==> src/rtl/dbn_pkg.sv <==
package dbn_pkg;
  localparam int unsigned PORT_PINS = 8;
  localparam int unsigned CNT_W     = 8;

  function automatic int unsigned ctr_width(input int unsigned n);
    return (n < 2) ? 1 : $clog2(n);
  endfunction
endpackage

==> src/rtl/dbn_tick_gen.sv <==
module dbn_tick_gen #(
  parameter int unsigned TICK_DIV = 1000
) (
  input  logic clk,
  input  logic rst,
  output logic tick
);
  localparam int unsigned CW = dbn_pkg::ctr_width(TICK_DIV);

  generate
    if (TICK_DIV < 2) begin : g_every
      always_ff @(posedge clk) begin
        if (rst) tick <= 1'b0;
        else     tick <= 1'b1;
      end
    end else begin : g_div
      logic [CW-1:0] ctr;
      localparam logic [CW-1:0] LAST = CW'(TICK_DIV - 1);

      always_ff @(posedge clk) begin
        if (rst) begin
          ctr  <= '0;
          tick <= 1'b0;
        end else begin
          tick <= (ctr == LAST);
          if (ctr == LAST) ctr <= '0;
          else             ctr <= ctr + 1'b1;
        end
      end

      AST_TICK_SINGLE: assert property (@(posedge clk) disable iff (rst)
        tick |=> !tick);
    end
  endgenerate
endmodule

==> src/rtl/dbn_cfg_regs.sv <==
module dbn_cfg_regs #(
  parameter int unsigned NPINS = dbn_pkg::PORT_PINS,
  parameter int unsigned CW    = dbn_pkg::CNT_W
) (
  input  logic               clk,
  input  logic               rst,
  input  logic               cnt_wr,
  input  logic [CW-1:0]      cnt_wdata,
  input  logic               en_wr,
  input  logic [2*NPINS-1:0] en_wdata,
  output logic [CW-1:0]      limit,
  output logic [NPINS-1:0]   pin_en
);
  logic [NPINS-1:0] wmask;
  logic [NPINS-1:0] wval;
  assign wmask = en_wdata[2*NPINS-1:NPINS];
  assign wval  = en_wdata[NPINS-1:0];

  always_ff @(posedge clk) begin
    if (rst)         limit <= '0;
    else if (cnt_wr) limit <= cnt_wdata;
  end

  always_ff @(posedge clk) begin
    if (rst)        pin_en <= '0;
    else if (en_wr) pin_en <= (pin_en & ~wmask) | (wval & wmask);
  end

  AST_MASKED_KEEP: assert property (@(posedge clk) disable iff (rst)
    en_wr |=> ((pin_en ^ $past(pin_en)) & ~$past(wmask)) == '0);
  AST_IDLE_HOLD: assert property (@(posedge clk) disable iff (rst)
    (!en_wr && !cnt_wr) |=> ($stable(pin_en) && $stable(limit)));
endmodule

==> src/rtl/dbn_pin_filter.sv <==
module dbn_pin_filter #(
  parameter int unsigned CW = dbn_pkg::CNT_W
) (
  input  logic          clk,
  input  logic          rst,
  input  logic          tick,
  input  logic          en,
  input  logic [CW-1:0] limit,
  input  logic          raw,
  output logic          filt
);
  logic [CW-1:0] stab;
  logic          bypass;
  assign bypass = !en || (limit == '0);

  always_ff @(posedge clk) begin
    if (rst) begin
      filt <= raw;
      stab <= '0;
    end else if (bypass) begin
      filt <= raw;
      stab <= '0;
    end else if (raw == filt) begin
      stab <= '0;
    end else if (tick) begin
      if (stab >= limit - 1'b1) begin
        filt <= raw;
        stab <= '0;
      end else begin
        stab <= stab + 1'b1;
      end
    end
  end

  AST_OFF_FOLLOWS: assert property (@(posedge clk) disable iff (rst)
    !en |=> (filt == $past(raw)));
  AST_ZERO_FOLLOWS: assert property (@(posedge clk) disable iff (rst)
    (limit == '0) |=> (filt == $past(raw)));
  AST_HOLD_NO_TICK: assert property (@(posedge clk) disable iff (rst)
    (en && limit != '0 && !tick) |=> $stable(filt));
  AST_RESTART: assert property (@(posedge clk) disable iff (rst)
    (en && limit != '0 && raw == filt) |=> (stab == '0));
endmodule

==> src/rtl/port_debounce.sv <==
module port_debounce #(
  parameter int unsigned NPINS    = dbn_pkg::PORT_PINS,
  parameter int unsigned CW       = dbn_pkg::CNT_W,
  parameter int unsigned TICK_DIV = 1000
) (
  input  logic               clk,
  input  logic               rst,
  input  logic [NPINS-1:0]   raw_in,
  input  logic               cnt_wr,
  input  logic [CW-1:0]      cnt_wdata,
  input  logic               en_wr,
  input  logic [2*NPINS-1:0] en_wdata,
  output logic [NPINS-1:0]   filt_out
);
  logic             tick;
  logic [CW-1:0]    limit;
  logic [NPINS-1:0] pin_en;

  dbn_tick_gen #(.TICK_DIV(TICK_DIV)) u_tick (
    .clk (clk),
    .rst (rst),
    .tick(tick)
  );

  dbn_cfg_regs #(.NPINS(NPINS), .CW(CW)) u_cfg (
    .clk      (clk),
    .rst      (rst),
    .cnt_wr   (cnt_wr),
    .cnt_wdata(cnt_wdata),
    .en_wr    (en_wr),
    .en_wdata (en_wdata),
    .limit    (limit),
    .pin_en   (pin_en)
  );

  generate
    for (genvar p = 0; p < NPINS; p++) begin : g_pin
      dbn_pin_filter #(.CW(CW)) u_flt (
        .clk  (clk),
        .rst  (rst),
        .tick (tick),
        .en   (pin_en[p]),
        .limit(limit),
        .raw  (raw_in[p]),
        .filt (filt_out[p])
      );
    end
  endgenerate

  AST_RESET_LOAD: assert property (@(posedge clk)
    rst |=> (filt_out == $past(raw_in)));
endmodule

==> config.mk <==
export PLATFORM = sky130hd
export DESIGN_NAME = port_debounce
export DESIGN_NICKNAME = d
export VERILOG_FILES = /design/src/rtl/dbn_pkg.sv /design/src/rtl/dbn_tick_gen.sv /design/src/rtl/dbn_cfg_regs.sv /design/src/rtl/dbn_pin_filter.sv /design/src/rtl/port_debounce.sv
export SDC_FILE = /design/constraint.sdc
export NUM_CORES = 1
export LEC_CHECK = 0
export CAP_MARGIN = 40
export CORE_UTILIZATION = 60
export DETAILED_ROUTE_END_ITERATION = 16
export MAX_ROUTING_LAYER = met4
export PLACE_DENSITY_LB_ADDON = 0.05
export SLEW_MARGIN = 20
export SYNTH_ARGS = -nofsm -noshare
export SYNTH_HDL_FRONTEND = slang
export SYNTH_SLANG_ARGS = --single-unit
==> constraint.sdc <==
create_clock -name clk -period 4.1 [get_ports clk]
set_input_delay 0.82 -clock clk [delete_from_list [all_inputs] [get_ports clk]]
set_output_delay 0.82 -clock clk [all_outputs]
set_load 0.005 [all_outputs]
-- Yosys cells after proc, flatten, opt, wreduce, memory -nomap -nowiden
Index checks and enable logic that the tools add are counted.
- add/sub/neg operators: 10
- $lt $le $gt $ge: 8
- reductions and logical operators: 50
- bitwise logic cells: 4
- equality and inequality tests: 17
- muxes and demuxes: 48
- operators by type and width (cell ; number):
    adder 8 x 1 -> 8 bit (second input constant) ; 8
    >= comparator 8 bit ; 8
    2-to-1 mux 8 bit ; 8
    nonzero test 3 bit ; 16
    2-to-1 mux 1 bit ; 40
    != test 3 x 2 -> 1 bit (second input constant) ; 8
    AND reduction 3 bit ; 8
    OR reduction 3 bit ; 8
    AND 8 bit ; 2
    adder 10 x 1 -> 10 bit (second input constant) ; 1
    equality test 10 bit (second input constant) ; 1
    equality test 1 bit ; 8
    zero test 1 bit ; 8
    zero test 8 bit ; 1
    logical OR 1 bit ; 8
    inverter 8 bit ; 1
    bitwise OR 8 bit ; 1
    subtractor 8 x 1 -> 8 bit (second input constant) ; 1
    OR reduction 2 bit ; 1
- output and inout port bits: 8
- register bits: 99
- logic and storage cells: 157

-- Depth between registers and ports, before layout
- depth in word-level cells: 7
- depth in mapped cells: 10
- mapped depth without buffers: 10

-- By module
Synthesis repeated with hierarchy kept, for this count alone.
- cells, all modules: 759
- area, all modules: 7071.8 um2
- modules (own cells, without submodules) (module ; cells an instance ; sequential area each (um2) ; times used ; area each (um2)):
    dbn_pin_filter at g_pin[1].u_flt ... ; 80 ; 190.2 ; 6 ; 735.7
    dbn_pin_filter at g_pin[0].u_flt ... ; 80 ; 190.2 ; 2 ; 743.2
    dbn_cfg_regs ; 61 ; 320.3 ; 1 ; 636.9
    dbn_tick_gen ; 58 ; 220.2 ; 1 ; 534.3

-- Worst setup path before layout
OpenSTA, ideal clock, no wires.
- path type: register to register
- start: register u_cfg.limit[0]
- end: register g_pin[7].u_flt.stab[0]
- stages on the path, launching flop included: 11
- path slack: 1.293 ns
- library setup time: 0.065 ns
- path buffers: 0
- data arrival time: 2.742 ns
- cells stage by stage: dfxtp_1 -> inv_1 -> ha_1 -> xnor2_1 -> ha_1 -> o21a_1 -> o21ai_0 -> o21bai_1 -> maj3_1 -> a211o_1 -> nor2_1
- longest elaborated chain between the ends: 3
- RTL lines (what ; line ; source):
    start, declared ; dbn_cfg_regs.sv:11 ; output logic [CW-1:0] limit,
    start signal, assigned ; dbn_cfg_regs.sv:21 ; else if (cnt_wr) limit <= cnt_wdata;
    subtractor 8 x 1 -> 8 bit or zero test 8 bit (tied branches) ; dbn_pin_filter.sv:26, dbn_pin_filter.sv:14 ;
    >= comparator 8 bit or logical OR 1 bit (tied branches) ; dbn_pin_filter.sv:26, dbn_pin_filter.sv:14 ;
    2-to-1 mux 8 bit or OR reduction 3 bit (tied branches) ; -- ;
    end signal, assigned ; dbn_pin_filter.sv:30 ; stab <= stab + 1'b1;
    end, declared ; dbn_pin_filter.sv:12 ; logic [CW-1:0] stab;
Several ways; a longest one is shown, not always the timed one.
A chain may end at the register's enable or synchronous reset.

-- Worst setup path in the final report
- start: register u_cfg.limit[0]
- end: register g_pin[2].u_flt.stab[7]
- longest elaborated chain between the ends: 3
- RTL lines (what ; line):
    subtractor 8 x 1 -> 8 bit or zero test 8 bit (tied branches) ; dbn_pin_filter.sv:26, dbn_pin_filter.sv:14
    >= comparator 8 bit or logical OR 1 bit (tied branches) ; dbn_pin_filter.sv:26, dbn_pin_filter.sv:14
    2-to-1 mux 8 bit or OR reduction 3 bit (tied branches) ; --
    end signal, assigned ; dbn_pin_filter.sv:30
    end, declared ; dbn_pin_filter.sv:12
Several ways; a longest one is shown, not always the timed one.

==> summary.txt <==
Power
  – Reg power frac: 0.510
  – Clk pwr share: 0.351
  – Net Sw Frac: 0.263
  – Power Density: 311 nW/µm²
  – Leakage: 0.00227 µW
  – Internal power: 1450 µW
  – Comb power frac: 0.139
  – Worst IR Drop VDD: 201 µV
  – Sw Pwr: between 500 and 600 µW

Yosys
  – Synth Net Count: 700
  – Top cells by count, synth: nor2_1, dfxtp_1, ha_1, nand2_1, xor2_1
  – Cell taking the most area after synthesis: dfxtp_1
  – Ys async rst share: 0
  – Yosys cell types: 44
  – Area of the mapped netlist: 5570 µm²
  – Most frequent cell after synthesis: nor2_1
  – Flops & latches, synth: 99
  – Sequential share of the synthesized area: 0.370
  – Synth area leaders: dfxtp_1, ha_1, nor2_1
  – Synth warnings: 0
  – Area share of the largest cell type after synthesis: 0.327
  – Mapped Cells: 613
  – Post-synth top flop: dfxtp_1
  – Syn avg cell area: 9.08 µm²
  – EDFF count, synth: 8

Die
  – Chip height: roughly 98 µm
  – Core ar.: 8850 µm²
  – Initial Utilization: 0.629
  – FP Rows: 34
  – DIE AREA: 9670 µm²
  – Die W: 98.3 µm
  – I/O pins: 44

Cells and area
  – Area of the multi-input gates: 3340 µm²
  – P&R area growth vs syn: 13.9%
  – Share of cells above drive strength 1: 0.0635
  – Number of fill cells in the layout: about 720
  – Design area: roughly 6300 µm²
  – Non-filler cells, final: between 700 and 800
  – Register area: 2060 µm²
  – Layout Nets: about 740
  – Inserted Diodes: 0

Setup path
  – Worst EP arrival: 3.64 ns
  – CP endpoint kind: register
  – Crit path launch type: register
  – Critical-path maximum fanout: 10
  – Worst r2r src: u_cfg.limit[0]$_SDFFE_PP0P_
  – Critical path class: reg2reg
  – Critical Path RT: 4.41 ns
  – Worst setup startpoint: u_cfg.limit[0]$_SDFFE_PP0P_

Min path
  – Worst Hold Class: reg2reg
  – Min-Delay Startpoint: u_tick.g_div.ctr[0]$_SDFF_PP0_

Clock tree
  – CTS Buf Count: 9
  – Clock Sinks: 99
  – Post-CTS Setup Inserts: 0
  – Htree depth: 3
  – CTS root buffer: clkbuf_8
  – Clock Path Buffers: 2
  – Clk_lat worst skew: 0.36 ns
  – CTS tree: done
  – CTS resizes: 0
  – Clock Pin Slew Worst Setup and Hold Paths: about 0.10 ns
  – # hold bufs at CTS: 0

Placement
  – Port bufs: 43
  – Hpwl dp: about 9000 µm
  – Placed insts: approximately 750
  – Placed Instance Area: 6100 µm²
  – GPL Wtd Cong: 0.935

GRT
  – Grt total ovfl: 0
  – Initial antenna violation count: 0
  – Vias in the first global route: 4,538
  – Pin count of the biggest net entering global routing: 37
  – GRT Overall Usage: 0.281
  – Global-route wire length before repair: roughly 21,000 µm

STA
  – Max Clk Rate: 300 MHz
  – RSZ-0062 raised after global routing: no
  – TNS Setup: 0 ns
  – Final hold vios: 0
  – Slew HR: 0.510
  – Min Tclk post-route: 3.33 ns
  – Final setup vio count: 0
  – Worst-Margin Slew: 0.733 ns
  – Tcrit/Tclk final: 0.813
  – Slew Limit Fails: 0
  – Skew final: 0.0133 ns

Route
  – Drt drc: 1
  – DR iter-0 viols: 165
  – Via-to-Cell Ratio: 5.96
  – Final ANT Viol Nets: 0
  – Routed vias: 4,584
  – Wire length per cell: between 15 and 20 µm
  – Total wire length: 12,300 µm
  – DR pass1 iterations: 13

Status
  – Failing checks: design-rule violations
  – Outcome: complete, but fails checks

Flow run
  – Max cap viols: 0
cells in the final DEF (no fill, tap or decap), types with 9 or more instances in the layout:
cell and instances:
a21oi_1 18, buf_4 13, clkbuf_8 9, clkdlybuf4s50_1 43, dfxtp_1 90, ha_1 51, inv_1 11, mux2i_1 17
nand2_1 49, nand2b_1 9, nand3_1 19, nand4_1 18, nor2_1 102, nor3_1 11, o211ai_1 9, o21ai_0 12
xnor2_1 36, xor2_1 37
final timing paths:
| check | end | slack [ns] | cells past startpoint |
|---|---|---|---|
| max | g_pin[2].u_flt.stab[7]$_SDFFE_PP0P_ | 0.77 | 11 |
| min | u_tick.g_div.ctr[0]$_SDFF_PP0_ | 0.45 | 1 |
| max reg2reg | g_pin[2].u_flt.stab[7]$_SDFFE_PP0P_ | 0.77 | 11 |
| min reg2reg | u_tick.g_div.ctr[0]$_SDFF_PP0_ | 0.45 | 1 |
critical path: stages (launching register included):
cell and delay (ns):
dfxtp_1 0.39, inv_1 0.21, ha_1 0.32, xnor2_1 0.50
buf_4 0.25, ha_1 0.23, o21a_1 0.17, o21ai_0 0.18
o21bai_1 0.09, maj3_1 0.38, a211o_1 0.41, nor2_1 0.13
routing by layer:
| metal | global-route usage | up-vias | routed length, µm |
|---|---|---|---|
| met5 | - | - | 0 |
| met3 | 0.0580 | 18 | 687 |
| met4 | 0.0827 | 0 | 216 |
| li1 | - | 2264 | - |
| met2 | 0.459 | 133 | 5750 |
| met1 | 0.350 | 2169 | 5620 |
power by group through the flow:
stage / sequential, µW / clock (µW) / combinational, µW
6_report: 1010 / 693 / 275
3_3_place_gp: 1030 / 0 / 258
5_1_grt: 1010 / 751 / 303
2_1_floorplan: 1020 / 0 / 151
3_5_place_dp: 1030 / 0 / 268
4_1_cts: 1010 / 709 / 271
registers in the layout, summed over array words and instances, names as in the netlist, named ones only:
signal and cells:
g_pin.u_flt.stab 64, u_tick.tick 1, u_tick.g_div.ctr 10, g_pin.u_flt.filt 8, u_cfg.limit 8
cell type report:
cell class / count / area share
well taps: 108 / 0.0213
clock buffers: 13 / 0.0320
inverters: 11 / 0.00651
clock inverters: 3 / 0.00414
multi-input cells: 479 / 0.527
flip-flops and latches: 99 / 0.325
repair buffers: 56 / 0.0833
metrics by stage:
stage / total power [µW] / setup WS [ns] / utilization / hold WS, ns
after floorplan: 1170 / 1.29 / - / 0.413
after global placement: 1280 / 0.939 / 0.689 / 0.426
after detailed placement: 1300 / 0.819 / 0.690 / 0.436
after CTS: 1990 / 0.765 / 0.716 / 0.451
after global routing: 2060 / 0.495 / 0.717 / 0.481
final: 1970 / 0.768 / 0.717 / 0.447
cells by family (layout without fill, tap and decap cells):
kind of cell / after synthesis / after routing / share of synthesized area
simple gates: 243 / 243 / 0.212
xor+xnor: 73 / 73 / 0.115
fa+ha+maj: 58 / 58 / 0.127
compound gates: 88 / 88 / 0.116
mux: 17 / 17 / 0.0306
buf+inv: 35 / 83 / 0.0292
flops: 99 / 99 / 0.370
No activity file was read; power rests on OpenSTA's default activity.
